$ cat src/rtl/lsr_pkg.sv
package lsr_pkg;

    localparam int NUM_CORES = 2;

    typedef enum logic [2:0] {
        PH_NORMAL   = 3'd0,
        PH_DETECT   = 3'd1,
        PH_SCAN     = 3'd2,
        PH_REPAIR   = 3'd3,
        PH_COMPLETE = 3'd4,
        PH_INTR     = 3'd5,
        PH_RESYNC   = 3'd6,
        PH_FATAL    = 3'd7
    } phase_e;

    // Episode context carried from scan through resync.
    typedef struct packed {
        logic whole;     // repair pass covers the whole module
        logic residual;  // first pass left an error behind
        logic core;      // faulty core index
    } ctx_t;

    function automatic logic [NUM_CORES-1:0] core_onehot(input logic c);
        return c ? 2'b10 : 2'b01;
    endfunction

    function automatic logic waits_on_agent(input phase_e p);
        return (p == PH_SCAN) || (p == PH_REPAIR) || (p == PH_INTR) || (p == PH_RESYNC);
    endfunction

endpackage

$ cat src/rtl/lsr_phase_timer.sv
module lsr_phase_timer #(
    parameter int LIMIT = 1024
) (
    input  logic clk,
    input  logic rst,
    input  logic restart,
    output logic expired
);
    localparam int CW = $clog2(LIMIT + 1);
    localparam logic [CW-1:0] LAST = CW'(LIMIT - 1);

    logic [CW-1:0] cnt_q;

    always_ff @(posedge clk) begin
        if (rst || restart) begin
            cnt_q <= '0;
        end else if (cnt_q != LAST) begin
            cnt_q <= cnt_q + 1'b1;
        end
    end

    assign expired = (cnt_q == LAST);
endmodule

$ cat src/rtl/lsr_irq_gather.sv
module lsr_irq_gather
    import lsr_pkg::*;
(
    input  logic                 clk,
    input  logic                 rst,
    input  logic                 arm,
    input  logic [NUM_CORES-1:0] ack_i,
    output logic [NUM_CORES-1:0] irq_o,
    output logic                 all_acked
);
    logic [NUM_CORES-1:0] seen_q;
    logic [NUM_CORES-1:0] seen_now;

    for (genvar g = 0; g < NUM_CORES; g++) begin : g_core
        always_ff @(posedge clk) begin
            if (rst || !arm) begin
                seen_q[g] <= 1'b0;
            end else if (ack_i[g]) begin
                seen_q[g] <= 1'b1;
            end
        end
        assign seen_now[g] = seen_q[g] | ack_i[g];
        assign irq_o[g]    = arm;
    end

    assign all_acked = arm && (&seen_now);
endmodule

$ cat src/rtl/lsr_sequencer.sv
module lsr_sequencer
    import lsr_pkg::*;
(
    input  logic   clk,
    input  logic   rst,
    input  logic   mismatch_i,
    input  logic   scan_done_i,
    input  logic   scan_core_i,
    input  logic   reconf_done_i,
    input  logic   reconf_residual_i,
    input  logic   all_acked_i,
    input  logic   copy_done_i,
    input  logic   expired_i,
    output phase_e phase_o,
    output logic   phase_chg_o,
    output ctx_t   ctx_o,
    output logic   recovered_o
);
    phase_e cur_q, nxt;
    ctx_t   ctx_q, ctx_n;
    logic   recovered_q;

    always_comb begin
        nxt   = cur_q;
        ctx_n = ctx_q;
        case (cur_q)
            PH_NORMAL: begin
                if (mismatch_i) nxt = PH_DETECT;
            end
            PH_DETECT: begin
                nxt   = PH_SCAN;
                ctx_n = '0;
            end
            PH_SCAN: begin
                if (scan_done_i) begin
                    nxt        = PH_REPAIR;
                    ctx_n.core = scan_core_i;
                end else if (expired_i) begin
                    nxt = PH_FATAL;
                end
            end
            PH_REPAIR: begin
                if (reconf_done_i) begin
                    nxt            = PH_COMPLETE;
                    ctx_n.residual = reconf_residual_i & ~ctx_q.whole;
                end else if (expired_i) begin
                    nxt = PH_FATAL;
                end
            end
            PH_COMPLETE: begin
                if (ctx_q.residual) begin
                    nxt            = PH_REPAIR;
                    ctx_n.whole    = 1'b1;
                    ctx_n.residual = 1'b0;
                end else begin
                    nxt = PH_INTR;
                end
            end
            PH_INTR: begin
                if (all_acked_i)    nxt = PH_RESYNC;
                else if (expired_i) nxt = PH_FATAL;
            end
            PH_RESYNC: begin
                if (copy_done_i)    nxt = PH_NORMAL;
                else if (expired_i) nxt = PH_FATAL;
            end
            default: nxt = PH_FATAL;
        endcase
    end

    always_ff @(posedge clk) begin
        if (rst) begin
            cur_q       <= PH_NORMAL;
            ctx_q       <= '0;
            recovered_q <= 1'b0;
        end else begin
            cur_q       <= nxt;
            ctx_q       <= ctx_n;
            recovered_q <= (cur_q == PH_RESYNC) && copy_done_i;
        end
    end

    assign phase_o     = cur_q;
    assign phase_chg_o = (nxt != cur_q);
    assign ctx_o       = ctx_q;
    assign recovered_o = recovered_q;
endmodule

$ cat src/rtl/lockstep_recovery_ctrl.sv
module lockstep_recovery_ctrl
    import lsr_pkg::*;
#(
    parameter int TIMEOUT_CYC = 4096
) (
    input  logic       clk,
    input  logic       rst,
    input  logic       mismatch_i,
    output logic       scan_req_o,
    input  logic       scan_done_i,
    input  logic       scan_core_i,
    output logic       reconf_req_o,
    output logic       reconf_whole_o,
    input  logic       reconf_done_i,
    input  logic       reconf_residual_i,
    output logic [1:0] core_rst_o,
    output logic [1:0] irq_o,
    input  logic [1:0] irq_ack_i,
    output logic       copy_req_o,
    output logic       copy_src_o,
    input  logic       copy_done_i,
    output logic       faulty_core_o,
    output logic       recovered_o,
    output logic       fatal_o,
    output logic [2:0] phase_o
);
    phase_e phase;
    ctx_t   ctx;
    logic   phase_chg, expired, all_acked, recovered;

    lsr_sequencer u_seq (
        .clk               (clk),
        .rst               (rst),
        .mismatch_i        (mismatch_i),
        .scan_done_i       (scan_done_i),
        .scan_core_i       (scan_core_i),
        .reconf_done_i     (reconf_done_i),
        .reconf_residual_i (reconf_residual_i),
        .all_acked_i       (all_acked),
        .copy_done_i       (copy_done_i),
        .expired_i         (expired),
        .phase_o           (phase),
        .phase_chg_o       (phase_chg),
        .ctx_o             (ctx),
        .recovered_o       (recovered)
    );

    lsr_phase_timer #(.LIMIT(TIMEOUT_CYC)) u_timer (
        .clk     (clk),
        .rst     (rst),
        .restart (phase_chg),
        .expired (expired)
    );

    lsr_irq_gather u_irq (
        .clk       (clk),
        .rst       (rst),
        .arm       (phase == PH_INTR),
        .ack_i     (irq_ack_i),
        .irq_o     (irq_o),
        .all_acked (all_acked)
    );

    assign scan_req_o     = (phase == PH_SCAN);
    assign reconf_req_o   = (phase == PH_REPAIR);
    assign reconf_whole_o = (phase == PH_REPAIR) && ctx.whole;
    assign core_rst_o     = ((phase == PH_COMPLETE) && ctx.whole) ? core_onehot(ctx.core) : 2'b00;
    assign copy_req_o     = (phase == PH_RESYNC);
    assign copy_src_o     = ~ctx.core;
    assign faulty_core_o  = ctx.core;
    assign recovered_o    = recovered;
    assign fatal_o        = (phase == PH_FATAL);
    assign phase_o        = phase;
endmodule

$ cat config.mk
export PLATFORM = sky130hd
export DESIGN_NAME = lockstep_recovery_ctrl
export DESIGN_NICKNAME = d
export VERILOG_FILES = /design/src/rtl/lsr_pkg.sv /design/src/rtl/lsr_phase_timer.sv /design/src/rtl/lsr_irq_gather.sv /design/src/rtl/lsr_sequencer.sv /design/src/rtl/lockstep_recovery_ctrl.sv
export SDC_FILE = /design/constraint.sdc
export NUM_CORES = 1
export LEC_CHECK = 0
export BUFFER_PORTS_ARGS = -buffer_cell sky130_fd_sc_hd__buf_2
export CAP_MARGIN = 20
export CORE_ASPECT_RATIO = 1.1
export CORE_MARGIN = 2
export CORE_UTILIZATION = 40
export CTS_CLUSTER_SIZE = 12
export DETAILED_ROUTE_END_ITERATION = 12
export GPL_TIMING_DRIVEN = 0
export PLACE_DENSITY = 0.65
export SLEW_MARGIN = 20
export SYNTH_ARGS = -nofsm -noshare
export SYNTH_HDL_FRONTEND = slang
export SYNTH_SLANG_ARGS = --single-unit
$ cat constraint.sdc
create_clock -name clk -period 1.67 [get_ports clk]
set_input_delay 0.334 -clock clk [delete_from_list [all_inputs] [get_ports clk]]
set_output_delay 0.334 -clock clk [all_outputs]
set_load 0.1 [all_outputs]
==> results.md <==
* Result of the run: finished, violations left
* Failing checks: setup timing
* Total clock buffers created by CTS at 3
* Post-DP HPWL at roughly 2200 µm
* Kind of critical path: reg2out
* Worst reg2reg path depth at 8
* Chip height at 63.5 µm
* Largest net degree at the start of global routing at 13
* Hold path cells at 3
* Total routed wirelength at about 3600 µm
* Post-synth top flop: sky130_fd_sc_hd__dfxtp_1
* Area growth from synthesis to final layout at 59.5%
* DR vias at roughly 1.4k
* Area of the die at approximately 3700 µm²
* Global router's overall resource usage at 20.8%
* Clock slew seen by the registers of the worst setup and hold paths at ~0.12 ns
* Worst Tran Pin Value at approximately 0.51 ns
* Min Hold Slack at between 0.2 and 0.3 ns
* Main area contributors after synthesis: sky130_fd_sc_hd__dfxtp_1, sky130_fd_sc_hd__nor2_2, sky130_fd_sc_hd__xnor2_1, sky130_fd_sc_hd__nor2_1, sky130_fd_sc_hd__o21ai_0
* Ys Warns at 0
* Longest individual stage delay on the worst path at 0.39 ns
* Starting DRC count in detailed routing at slightly above 70
* Placeable Area at 3070 µm²
* Number of enable flip-flop cells after synthesis at 0
* Buffer type at the clock tree root: sky130_fd_sc_hd__clkbuf_4
* Number of max-slew violations in the final report at 0
* Cell-by-cell listing of the critical path: buf_12 -> nor2b_4 -> and2_4 -> nand2_4 -> nor2_4 -> buf_12
* Net count of the mapped netlist at roughly 170
* Setup slack of the worst register-to-register path at -0.13 ns
* Fill count at roughly 240
* Quantity of hold-fixing buffers added after cts at 0
* Max clock buf depth at 2
* H-tree depth at 1
* Total congestion overflow at 0
* Post-route fraction of the period consumed by the critical path at 108%
* Register area share after synthesis at 34.2%
* Cell taking the most area after synthesis: sky130_fd_sc_hd__dfxtp_1
* Peak supply drop at between 600 and 700 µV
* Accumulated negative setup slack at -1.48 ns
* Via count of the first global-routing pass at around 1.4k
* Top cell type's share of synthesized area at about a third
* Port-buffer cells at 23
* Placement Cell Area at 1570 µm²
* Most frequent cells in the layout: sky130_fd_sc_hd__buf_4, sky130_fd_sc_hd__buf_2, sky130_fd_sc_hd__nor2_1
* Num ports at 25
* Setup clock skew after layout at about 0.011 ns
* Upper clock frequency limit at approximately 550 MHz
* Post-layout net count at 225
* Antenna violations before repair at 0
* Most numerous cell on the critical path: sky130_fd_sc_hd__buf_12
* Maximum fanout count along the critical path at 6
* Area of the mapped netlist at ~1300 µm²
* Number of nets still failing antenna checks after routing at 0
* Seq cells post-synth at 22
* Req. time, crit path at 1.34 ns
* Slowest library cell on the worst path: sky130_fd_sc_hd__dfxtp_4
* Final Setup Violations at 19
* Remaining DRCs at 0
* Detail-routed net length per standard cell at ~15 µm
* Wire length of the first global-routing pass at 6170 µm
* Count of cell types in the netlist at 45
* Router iterations before antenna repair at 4
* Pwr dens at 600 nW/µm²
* Multi-input gate area at roughly 900 µm²
* Die width at 58.1 µm
* Path category of the worst min-delay check: in2reg
* TritonCTS clock tree: done
* Unrepaired setup endpoints after global routing: true
* Clock tree sinks at 22
* Smallest setup slack after layout at -0.138 ns
* Final GP Congestion at 0.897
* Minimum clock period after layout at about 1.8 ns
* Total area of sequential cells at about 480 µm²
* Cell area after layout at 2060 µm²
* Launching element type of the critical path: flop
* Avg Inst Size Synth at around 8 µm²
* Reg-to-reg critical path startpoint: u_seq.phase_o[2]$_SDFF_PP0_
* Endpoint of the worst register-to-register path: u_timer.cnt_q[8]$_SDFFE_PP0N_
* Destination of the worst hold path: u_irq.seen_q[0]$_SDFFE_PP0P_
* Final number of hold-violating endpoints at 0
* Drt via density at 5.59
* Std-Cell Rows at 21
* Initial core utilization at 41.9%
* Endpoint type of the worst setup path: primary output
* Commonest non-fill, non-tap cell in the layout: sky130_fd_sc_hd__buf_4
* Tightest slew margin relative to the limit at 66.2%
* Synth Instances at 162
* Fraction of final layout cells with drive strength greater than 1 at 52.6%
* Latest clock arrival within the worst-skew pair at approximately 0.31 ns
* Proportion of register bits with asynchronous set or reset after synthesis at 0%
* Leakage power total at 0.803 nW
* Signal arrival time at the worst endpoint at roughly 1.5 ns
* Number of inserted diodes at 0
* Max Cap Violations at 0
* Worst min-delay path startpoint: irq_ack_i[0]
==> where the power goes <==
part           leakage, nW  switching, W  internal (W)
clock               0.0154      0.000156     0.0000871
sequential           0.187     0.0000266      0.000534
combinational        0.601      0.000253      0.000177
==> cell type report <==
type	count	area share [%]
multi-input cells	124	44.3
well taps	34	2.07
inverters	6	1.58
clock buffers	3	1.10
clock inverters	1	0.183
repair buffers	48	22.3
plain buffers	9	5.30
flip-flops and latches	22	23.1
==> layer usage <==
metal  share of wire [%]  vias to the layer above  track usage [%]  wire (µm)
met1                  41                      643             25.3       1490
met2                  52                       57             36.4       1880
met4                 1.5                        0             9.01         53
met3                 5.2                        6             2.05        189
met5                   0                        -                0          0
li1                    -                      674                -          -
==> cells by family (layout without fill, tap and decap cells) <==
logic type	Yosys count	in the layout	share of synthesized area [%]
AND/OR/NAND/NOR	78	78	34.2
XOR/XNOR	8	8	5.44
buffers and inverters	16	67	6.31
AO/OA/AOI/OAI	34	34	16.6
flip-flops	22	22	34.2
adder cells (fa/ha/maj)	1	1	0.971
multiplexers	3	3	2.33
==> worst max path at each step <==
stage	startpoint	end	cells after the start
global placement	u_timer.cnt_q[0]$_SDFFE_PP0N_	u_timer.cnt_q[2]$_SDFFE_PP0N_	7
floorplan	u_seq.ctx_o[0]$_SDFFE_PP0P_	core_rst_o[1]	2
finish	u_seq.phase_o[1]$_SDFF_PP0_	core_rst_o[0]	6
CTS	u_seq.phase_o[2]$_SDFF_PP0_	core_rst_o[0]	6
global route	u_seq.phase_o[1]$_SDFF_PP0_	core_rst_o[0]	6
detailed placement	u_timer.cnt_q[0]$_SDFFE_PP0N_	u_timer.cnt_q[2]$_SDFFE_PP0N_	7
==> through the flow <==
| stage | util (%) | instances | power (W) | worst slack (ns) |
|---|---|---|---|---|
| after global placement | 50.9 | 219 | 0.000884 | -0.356 |
| after floorplan | - | 162 | 0.000829 | -0.426 |
| after global routing | 66.9 | 247 | 0.00130 | -0.206 |
| final | 66.9 | 247 | 0.00123 | -0.138 |
| after CTS | 64.8 | 242 | 0.00123 | -0.171 |
| after detailed placement | 50.9 | 219 | 0.000888 | -0.372 |
==> sequential cells by signal (all words and copies together) (netlist names) <==
signal and cells:
u_seq.recovered_o 1, u_timer.cnt_q 13, u_irq.seen_q 2, u_seq.ctx_o 3, u_seq.phase_o 3
==> synthesized netlist by cell type, drive strengths merged, types with 2 or more instances <==
cell / n
nor2: 24
dfxtp: 22
nand2: 13
o21ai: 11
a21oi: 9
nor3: 9
xnor2: 7
buf: 6
inv: 6
nor3b: 5
clkbuf: 4
nand3: 4
nor2b: 4
nor4: 4
o22ai: 4
a211oi: 3
mux2i: 3
nand4: 3
and3: 2
nand3b: 2
==> worst max-delay path, delay by kind of cell, from the launching register on <==
kind,cells,cell delay (ns)
AND/OR/NAND/NOR,4,0.46
flip-flops,1,0.39
buffers and inverters,2,0.31
==> what timing repair did <==
item                                    CTS  global route
resized for setup                        71             9
endpoints found under the setup margin   25            25
cloned                                    1             0
buffers inserted                         19             5
pin swaps                                11             8
endpoints found under the hold margin     0             0
(Power assumes the default switching activity.)
